[src/rtl/vld_pkg.sv]
package vld_pkg;

  localparam int BYTE_W   = 8;
  localparam int HALF_W   = 16;
  localparam int DFIELD_W = 10;

  typedef enum logic [1:0] {
    FORM_NONE  = 2'd0,
    FORM_REG   = 2'd1,
    FORM_IMM   = 2'd2,
    FORM_BRNCH = 2'd3
  } form_e;

  typedef struct packed {
    logic loadHi;
    logic loadLo;
    logic shiftImm;
    logic immDone;
  } strobe_t;

  // Register-form opcodes that are followed by a 32-bit word.
  function automatic logic regOpHasTail(input logic [7:0] op);
    case (op)
      8'h01, 8'h03, 8'h08, 8'h09, 8'h0C, 8'h0D,
      8'h1A, 8'h1B, 8'h1D, 8'h1F, 8'h20, 8'h22,
      8'h24, 8'h30, 8'h36, 8'h37, 8'h38, 8'h39: regOpHasTail = 1'b1;
      default:                                  regOpHasTail = 1'b0;
    endcase
  endfunction

  // Register-form opcodes with a defined meaning.
  function automatic logic regOpDefined(input logic [7:0] op);
    regOpDefined = ((op >= 8'h01) && (op <= 8'h0F)) ||
                   ((op >= 8'h19) && (op <= 8'h39));
  endfunction

endpackage

[src/rtl/vld_field_decode.sv]
module vld_field_decode
  import vld_pkg::*;
#(
  parameter int DISP_W    = 32,
  parameter int IMM_BYTES = 4,
  parameter int LEN_W     = 3
) (
  input  logic [HALF_W-1:0] hw,
  output form_e             formOut,
  output logic [7:0]        opcode,
  output logic [3:0]        regA,
  output logic [3:0]        regB,
  output logic [7:0]        imm8,
  output logic [DISP_W-1:0] disp,
  output logic              hasTail,
  output logic [LEN_W-1:0]  instLen,
  output logic              illegal
);

  localparam int            EXT_W     = DISP_W - DFIELD_W - 1;
  localparam logic [3:0]    BR_MAX    = 4'd9;
  localparam logic [LEN_W-1:0] LEN_SHORT = LEN_W'(2);
  localparam logic [LEN_W-1:0] LEN_LONG  = LEN_W'(2 + IMM_BYTES);

  always_comb begin
    formOut = FORM_REG;
    opcode  = '0;
    regA    = '0;
    regB    = '0;
    imm8    = '0;
    disp    = '0;
    hasTail = 1'b0;
    illegal = 1'b0;
    if (!hw[15]) begin
      formOut = FORM_REG;
      opcode  = hw[15:8];
      regA    = hw[7:4];
      regB    = hw[3:0];
      hasTail = regOpHasTail(hw[15:8]);
      illegal = !regOpDefined(hw[15:8]);
    end else if (!hw[14]) begin
      formOut = FORM_IMM;
      opcode  = {6'd0, hw[13:12]};
      regA    = hw[11:8];
      imm8    = hw[7:0];
    end else begin
      formOut = FORM_BRNCH;
      opcode  = {4'd0, hw[13:10]};
      disp    = {{EXT_W{hw[DFIELD_W-1]}}, hw[DFIELD_W-1:0], 1'b0};
      illegal = (hw[13:10] > BR_MAX);
    end
    instLen = hasTail ? LEN_LONG : LEN_SHORT;
  end

endmodule

[src/rtl/vld_fetch_ctrl.sv]
module vld_fetch_ctrl
  import vld_pkg::*;
#(
  parameter int IMM_BYTES = 4
) (
  input  logic    clk,
  input  logic    rstN,
  input  logic    byteValid,
  input  logic    tailNeeded,
  output strobe_t strb
);

  localparam int CNT_W = (IMM_BYTES > 1) ? $clog2(IMM_BYTES) : 1;
  localparam logic [CNT_W-1:0] CNT_LAST = CNT_W'(IMM_BYTES - 1);

  typedef enum logic [1:0] {ST_HI, ST_LO, ST_TAIL} state_e;

  state_e          state;
  logic [CNT_W-1:0] tailCnt;

  always_comb begin
    strb = '0;
    case (state)
      ST_HI:   strb.loadHi   = byteValid;
      ST_LO:   strb.loadLo   = byteValid;
      ST_TAIL: begin
        strb.shiftImm = byteValid;
        strb.immDone  = byteValid && (tailCnt == CNT_LAST);
      end
      default: strb = '0;
    endcase
  end

  always_ff @(posedge clk) begin
    if (!rstN) begin
      state   <= ST_HI;
      tailCnt <= '0;
    end else if (byteValid) begin
      case (state)
        ST_HI: state <= ST_LO;
        ST_LO: begin
          state   <= tailNeeded ? ST_TAIL : ST_HI;
          tailCnt <= '0;
        end
        ST_TAIL: begin
          if (tailCnt == CNT_LAST) state <= ST_HI;
          tailCnt <= tailCnt + CNT_W'(1);
        end
        default: state <= ST_HI;
      endcase
    end
  end

endmodule

[src/rtl/vld_fetch_dp.sv]
module vld_fetch_dp
  import vld_pkg::*;
#(
  parameter int IMM_BYTES = 4
) (
  input  logic                      clk,
  input  logic                      rstN,
  input  logic [BYTE_W-1:0]         byteData,
  input  strobe_t                   strb,
  output logic [HALF_W-1:0]         hwReg,
  output logic                      tailNeeded,
  output logic                      decValid,
  output logic                      immValid,
  output logic [IMM_BYTES*BYTE_W-1:0] immWord
);

  localparam int IMM_W = IMM_BYTES * BYTE_W;

  logic [BYTE_W-1:0] hiReg;

  // The opcode sits entirely in the high byte, so the tail decision
  // is known before the low byte arrives.
  assign tailNeeded = !hiReg[7] && regOpHasTail(hiReg);

  always_ff @(posedge clk) begin
    if (!rstN) begin
      hiReg    <= '0;
      hwReg    <= '0;
      immWord  <= '0;
      decValid <= 1'b0;
      immValid <= 1'b0;
    end else begin
      if (strb.loadHi)   hiReg   <= byteData;
      if (strb.loadLo)   hwReg   <= {hiReg, byteData};
      if (strb.shiftImm) immWord <= {immWord[IMM_W-BYTE_W-1:0], byteData};
      decValid <= strb.loadLo;
      immValid <= strb.immDone;
    end
  end

endmodule

[src/rtl/vlen_insn_decoder.sv]
module vlen_insn_decoder
  import vld_pkg::*;
#(
  parameter int DISP_W    = 32,
  parameter int IMM_BYTES = 4,
  parameter int LEN_W     = $clog2(IMM_BYTES + 3)
) (
  input  logic                        clk,
  input  logic                        rstN,
  input  logic                        byteValid,
  input  logic [7:0]                  byteData,
  output logic                        decValid,
  output logic [1:0]                  form,
  output logic [7:0]                  opcode,
  output logic [3:0]                  regA,
  output logic [3:0]                  regB,
  output logic [7:0]                  imm8,
  output logic [DISP_W-1:0]           disp,
  output logic                        hasImm,
  output logic [LEN_W-1:0]            instLen,
  output logic                        illegal,
  output logic                        immValid,
  output logic [IMM_BYTES*8-1:0]      immWord
);

  strobe_t           strb;
  logic              tailNeeded;
  logic [HALF_W-1:0] hwReg;
  form_e             formDec;

  vld_fetch_ctrl #(.IMM_BYTES(IMM_BYTES)) u_ctrl (
    .clk(clk), .rstN(rstN), .byteValid(byteValid),
    .tailNeeded(tailNeeded), .strb(strb)
  );

  vld_fetch_dp #(.IMM_BYTES(IMM_BYTES)) u_dp (
    .clk(clk), .rstN(rstN), .byteData(byteData), .strb(strb),
    .hwReg(hwReg), .tailNeeded(tailNeeded), .decValid(decValid),
    .immValid(immValid), .immWord(immWord)
  );

  vld_field_decode #(.DISP_W(DISP_W), .IMM_BYTES(IMM_BYTES), .LEN_W(LEN_W)) u_dec (
    .hw(hwReg), .formOut(formDec), .opcode(opcode), .regA(regA),
    .regB(regB), .imm8(imm8), .disp(disp), .hasTail(hasImm),
    .instLen(instLen), .illegal(illegal)
  );

  assign form = formDec;

endmodule

[config.mk]
export PLATFORM = sky130hd
export DESIGN_NAME = vlen_insn_decoder
export DESIGN_NICKNAME = d
export VERILOG_FILES = /design/src/rtl/vld_pkg.sv /design/src/rtl/vld_field_decode.sv /design/src/rtl/vld_fetch_ctrl.sv /design/src/rtl/vld_fetch_dp.sv /design/src/rtl/vlen_insn_decoder.sv
export SDC_FILE = /design/constraint.sdc
export NUM_CORES = 1
export LEC_CHECK = 0
export BUFFER_PORTS_ARGS = -buffer_cell sky130_fd_sc_hd__buf_2
export CAP_MARGIN = 20
export CORE_ASPECT_RATIO = 1.25
export CORE_UTILIZATION = 50
export CTS_BUF_LIST = sky130_fd_sc_hd__clkbuf_8
export CTS_CLUSTER_DIAMETER = 120
export DETAILED_ROUTE_END_ITERATION = 16
export PLACE_DENSITY = 0.79
export SYNTH_ARGS = -nofsm -noshare
export SYNTH_HDL_FRONTEND = slang
export SYNTH_SLANG_ARGS = --single-unit
[constraint.sdc]
create_clock -name clk -period 2.5 [get_ports clk]
set_input_delay 0.125 -clock clk [delete_from_list [all_inputs] [get_ports clk]]
set_output_delay 0.125 -clock clk [all_outputs]
set_load 0.05 [all_outputs]
; After elaboration in Yosys (flattened, before gate mapping)
; Memory sizes are Yosys's and may differ from the RTL's. A register that Yosys moved wholly into a read port is not among the register bits.
; Cells that the tools add are included.
[totals]
regBits = 62
latchBits = 0
ramBits = 0
rom_bits = 128
input_bits = 11
out_inout_bits = 97
wordCells = 61
memories = 2
[memory_table]
columns = memory, depth, word_bits, read_ports, rd_ports_with_merged_regs, wr, line
row1 = (name not given), 64, 1, 1, 1, 0, vld_pkg.sv:23  ; case (op)
row2 = (name not given), 64, 1, 1, 1, 0, vld_pkg.sv:23
[op_classes]
n_addsub = 1
mul = 0
div = 0
order_cmp = 5
eq_ne = 4
shift = 0
muxes = 28
bitwise = 0
reduce_logical = 14
[op_table]
columns = cell, count
row1 = two-way mux 32 bit, 2
row2 = two-way mux 6 bit, 4
row3 = two-way mux 8 bit, 3
row4 = two-way mux 4 bit, 4
row5 = "greater-or-equal comparator 8 x 1 -> 1 bit, second input constant", 1
row6 = "greater-or-equal comparator 8 x 5 -> 1 bit, second input constant", 1
row7 = "less-or-equal comparator 8 x 4 -> 1 bit, second input constant", 1
row8 = "less-or-equal comparator 8 x 6 -> 1 bit, second input constant", 1
row9 = two-way mux 1 bit, 8
row10 = two-way mux 2 bit, 4
row11 = zero test 2 bit, 3
row12 = case mux 2 bit (3 select lines), 1
row13 = AND reduction 2 bit, 3
row14 = "equality test 2 bit, second input constant", 2
row15 = "> comparator 4 bit, second input constant", 1
row16 = logical AND 1 bit, 4
row17 = case mux 2 bit (2 select lines), 1
row18 = two-way mux 3 bit, 1
row19 = "adder 2 x 1 -> 2 bit, second input constant", 1
row20 = "equality test 2 x 1 -> 1 bit, second input constant", 1
row21 = zero test 1 bit, 2
row22 = "!= test 2 x 1 -> 1 bit, second input constant", 1
row23 = nonzero test 2 bit, 1
row24 = logical OR 1 bit, 1

; Longest topological paths before layout
[logic_depth]
ltp_word = 5
depth_mapped = 9

; Cells and area by module
; A second synthesis with hierarchy kept.
[unflattened]
cells_unflattened = 363
area_unflattened_um2 = 3368.2
[by_module_without_submodules]
columns = mod, instances, cells_each, area_per_inst_um2
row1 = vld_fetch_dp, 1, 225, 2421.1
row2 = vld_field_decode, 1, 108, 680.7
row3 = vld_fetch_ctrl, 1, 30, 266.5

; Least setup slack after synthesis
; Ideal clock, no wire load.
[synth_path]
kind = reg2out
start = register u_dp.hwReg[15]
end = output instLen[2]
arrival_time_ns = 2.268
required_time_ns = 2.375
setup_slack_ns = 0.107
stages_incl_launch_ff = 5
n_path_buf = 3
path_cell_list = dfxtp_1 > clkbuf_1 > clkbuf_1 > nor3b_1 > buf_4
[synth_between]
elab_chain_cells = 4
[synth_lines]
columns = element, line
row1 = "start, declared", vld_fetch_dp.sv:10  ; output logic [HALF_W-1:0] hwReg,
row2 = "start signal, assigned", vld_fetch_dp.sv:34  ; if (strb.loadLo) hwReg <= {hiReg, byteData};
row3 = zero test 2 bit, vld_pkg.sv:23
row4 = two-way mux 1 bit, vld_pkg.sv:23
row5 = two-way mux 1 bit (*), vld_field_decode.sv:34  ; if (!hw[15]) begin
row6 = net hasImm, vlen_insn_decoder.sv:19  ; output logic hasImm,
row7 = two-way mux 3 bit (*), vld_field_decode.sv:52  ; instLen = hasTail ? LEN_LONG : LEN_SHORT;
row8 = "end, declared", vlen_insn_decoder.sv:20  ; output logic [LEN_W-1:0] instLen,
; The timed path passes the listed nets; every way through them passes the cells marked *.

; Final worst setup path
[layout_path]
start = register u_dp.hwReg[15]
end = output disp[30]
[layout_between]
elab_chain_cells = 1
[layout_lines]
columns = element, line
row1 = two-way mux 32 bit, vld_field_decode.sv:34
row2 = "end, declared", vlen_insn_decoder.sv:18  ; output logic [DISP_W-1:0] disp,
; No other way between the ends.

==> impl_metrics.json <==
{
  "wl_um": 7790,
  "worstHoldPathCells": 3,
  "final_max_slew_viol_count": 0,
  "cts.clk_slew.worst_paths_ns": 0.08,
  "synth_sequential_area_ratio_pct": 38.8,
  "first_global_vias": 2739,
  "synth_largest_type_area_fraction_pct": 38.8,
  "criticalPathCategory": "reg -> out",
  "timing_worst_slew_pin_value_ns": 0.517,
  "report.final.hold_viol_count": 0,
  "netlist_area_um2": 3300,
  "fin_tns_setup_ns": 0,
  "final_hpwl_from_detailed_placement_um": 5610,
  "rows": 32,
  "syn_to_final_growth_pct": 16.4,
  "core_um2": 6290,
  "met3_usage_grt_pct": 7.18,
  "async_reset_ff_share_pct": 0,
  "synth_cell_type_count": 57,
  "io_buffer_count": 103,
  "initialDrtViolationCount": 171,
  "ctsRootBufferMaster": "clkbuf_8",
  "worst_r2r_startpoint": "u_ctrl.state[0]",
  "r2r.worst_path.cells": 7,
  "io_pins": 108,
  "pwr_density_cell_nw_per_um2": 578,
  "post-route-period-util_pct": 80.7,
  "post-route-worst-setup-slack_ns": 0.483,
  "cts.sink_count": 64,
  "power_leakage_nw": 1.78,
  "timing.clock.skew_ns": 0.00706,
  "drt-pass1-iter-count": 5,
  "drv.max_cap_violation_count": 0,
  "cts_tree": "done",
  "cts_setup_buffers": 0,
  "grt_first_pass_wirelength_um": 12600,
  "post_drt_wl_per_cell_um": 13.5,
  "postSynthCellCount": 418,
  "crit_path_max_incr_delay_ns": 0.65,
  "insertion_delay_ns": 0.34,
  "crit_arrival_ns": 1.89,
  "cp_startpoint": "u_dp.hwReg[15]",
  "ir_worst_vdd_mv": 0.599,
  "cts_hold_buffers": 0,
  "gr-usage-all-layers_pct": 23.4,
  "critical_path_peak_fanout": 22,
  "die_area_um2": 6940,
  "cts_inserted_buffers": 9,
  "globalRouteMet2Util_pct": 39.5,
  "grt_util_met1_pct": 27.7,
  "max_h_tree_level": 3,
  "timing.critical_path.required_ns": 2.38,
  "postSynth.topFlopCell": "dfxtp_1",
  "start_util_pct": 52.6,
  "grt_antenna_before_repair": 0,
  "layout.cells.non_filler": 575,
  "fin_total_pwr_mw": 2.22,
  "post_route_cells_drive_above_1_share_pct": 29.4,
  "cp_cell_sequence": "and3_1 > buf_2",
  "num_antenna_cells": 0,
  "drc": 0,
  "synth.largest_area_cell": "dfxtp_1",
  "final_nets": 501,
  "die_h_um": 92.9,
  "grt_max_degree": 33,
  "cts.path.max_buffers": 2,
  "synthesis.area_per_instance_um2": 7.91,
  "hp-class": "in -> reg",
  "synth.area.top_cells": "dfxtp_1 39%, nand2_1 11%, a21oi_1 7.6%, buf_4 6.4%, and3_1 2.3%",
  "place.gp.congestion": 0.868,
  "min_from": "byteData[6]",
  "maxClockFrequency_mhz": 496,
  "worst_slew_margin_rel_pct": 65.5,
  "yosys_warnings": 0,
  "synth_edf_count": 0,
  "via_count": 3006,
  "top_usage_layer": "met2",
  "grt_setup_unrepaired": "no",
  "finalSetupViolations": 0,
  "dp.cells": 559,
  "final_worst_path_period_need_ns": 2.02,
  "cts_resized": 0,
  "pre_cts_ws_ns": 0.517,
  "cpMaxStageDelayCell": "dfxtp_1",
  "result_of_the_run": "finished, final reports clean",
  "worstSetupStartpointType": "flip-flop",
  "via_per_inst": 5.23,
  "chipWidth_um": 74.7,
  "grt_remaining_overflow": 0,
  "worst_setup_path_end_kind": "primary output",
  "ys_ff_latch": 64,
  "number_of_nets_with_antenna_violations_after_routing": 0
}
-- synthesized netlist by cell type, types with 2 or more instances --
library cell    n
buf_2           4
nand2_4         2
nor2b_1         7
dfxtp_1        64
a21boi_0        2
o21ai_2         3
buf_1           2
nand2b_1        5
nand4b_1        4
ha_1            5
nand3b_1        4
mux2i_1         5
a31oi_1         2
buf_6           3
o2111a_1        2
buf_4          28
a211oi_1        2
mux2_2          2
a21oi_1        50
nor2_1         14
nand3_1         6
o21ai_0        10
and4_1          4
conb_1          2
a31oi_2         2
and2_1          7
nand4_1         3
nand2_1       100
and3_1         12
inv_1          17
clkbuf_1       19
-- worst paths after layout --
path                                          to  slack (ns)
worst max register to register         flip-flop        0.49
worst max-delay path                    disp[30]        0.48
worst min register to register  u_dp.immWord[25]        0.46
worst min-delay path               u_dp.hwReg[6]        0.06
-- sequential cells by signal, indices dropped and copies added, names as in the netlist, named ones only --
name / cells
u_dp.immValid: 1
u_ctrl.tailCnt: 2
u_dp.hwReg: 16
u_dp.hiReg: 8
u_dp.decValid: 1
u_dp.immWord: 32
u_ctrl.state: 2
-- cells in the final DEF, fill, tap and decap left out, drive strengths merged, types with 2 or more instances in the layout --
| cell | count |
|---|---|
| a211oi | 3 |
| mux2i | 6 |
| nor2 | 14 |
| conb | 4 |
| ha | 5 |
| nand3 | 6 |
| nand4b | 4 |
| o2111a | 2 |
| nand4 | 3 |
| clkbuf | 10 |
| a31oi | 4 |
| clkinv | 2 |
| nand2b | 5 |
| o21ai | 14 |
| a21oi | 51 |
| buf | 110 |
| nand2 | 102 |
| mux2 | 3 |
| and3 | 12 |
| a21boi | 2 |
| dfxtp | 64 |
| nand3b | 4 |
| inv | 18 |
| and4 | 4 |
| clkinvlp | 3 |
| nor2b | 7 |
| and2 | 8 |
-- metal layers --
layer | up-vias | share of wire, %
met5 | - | 0
met4 | 0 | 2.4
met3 | 23 | 5.8
met2 | 118 | 49
met1 | 1359 | 43
li1 | 1506 | -
-- through the flow --
step / hold WS, ns / instance area (µm²) / utilization [%]
after global placement: 0.411 / 3640 / 58.0
after detailed placement: 0.410 / 3640 / 58.0
after floorplan: 0.261 / 3310 / -
after CTS: 0.0578 / 3850 / 61.2
after global routing: 0.0606 / 3850 / 61.2
final: 0.0576 / 3850 / 61.2
-- layout make-up --
class,count,area (µm²)
repair buffers,110,568
clock inverters,6,66.3
fillers,576,2440
flip-flops and latches,64,1280
clock buffers,10,138
multi-input cells,282,1620
inverters,18,67.6
well taps,85,106
-- power breakdown --
group | switching, mW | internal, mW | leakage, nW
Combinational | 0.182 | 0.0747 | 1.17
Sequential | 0.0236 | 1.04 | 0.518
Clock | 0.412 | 0.489 | 0.0949
-- critical path, delay by kind of cell, from the launching register on --
family	cells	cell delay (ns)
buffers and inverters	1	0.36
and+or+nand+nor	1	0.55
DFF	1	0.65
-- cells by family (layout without fill, tap and decap cells) --
logic type / after synthesis / after routing / synth area share, %
multiplexers: 9 / 9 / 3.07
AO/OA/AOI/OAI: 89 / 89 / 18.1
AND/OR/NAND/NOR: 174 / 174 / 25.3
other: 2 / 4 / 0.227
buffers and inverters: 74 / 144 / 12.4
flip-flops: 64 / 64 / 38.8
adder cells (fa/ha/maj): 6 / 6 / 2.20
No activity file was read; power rests on OpenSTA's default activity.
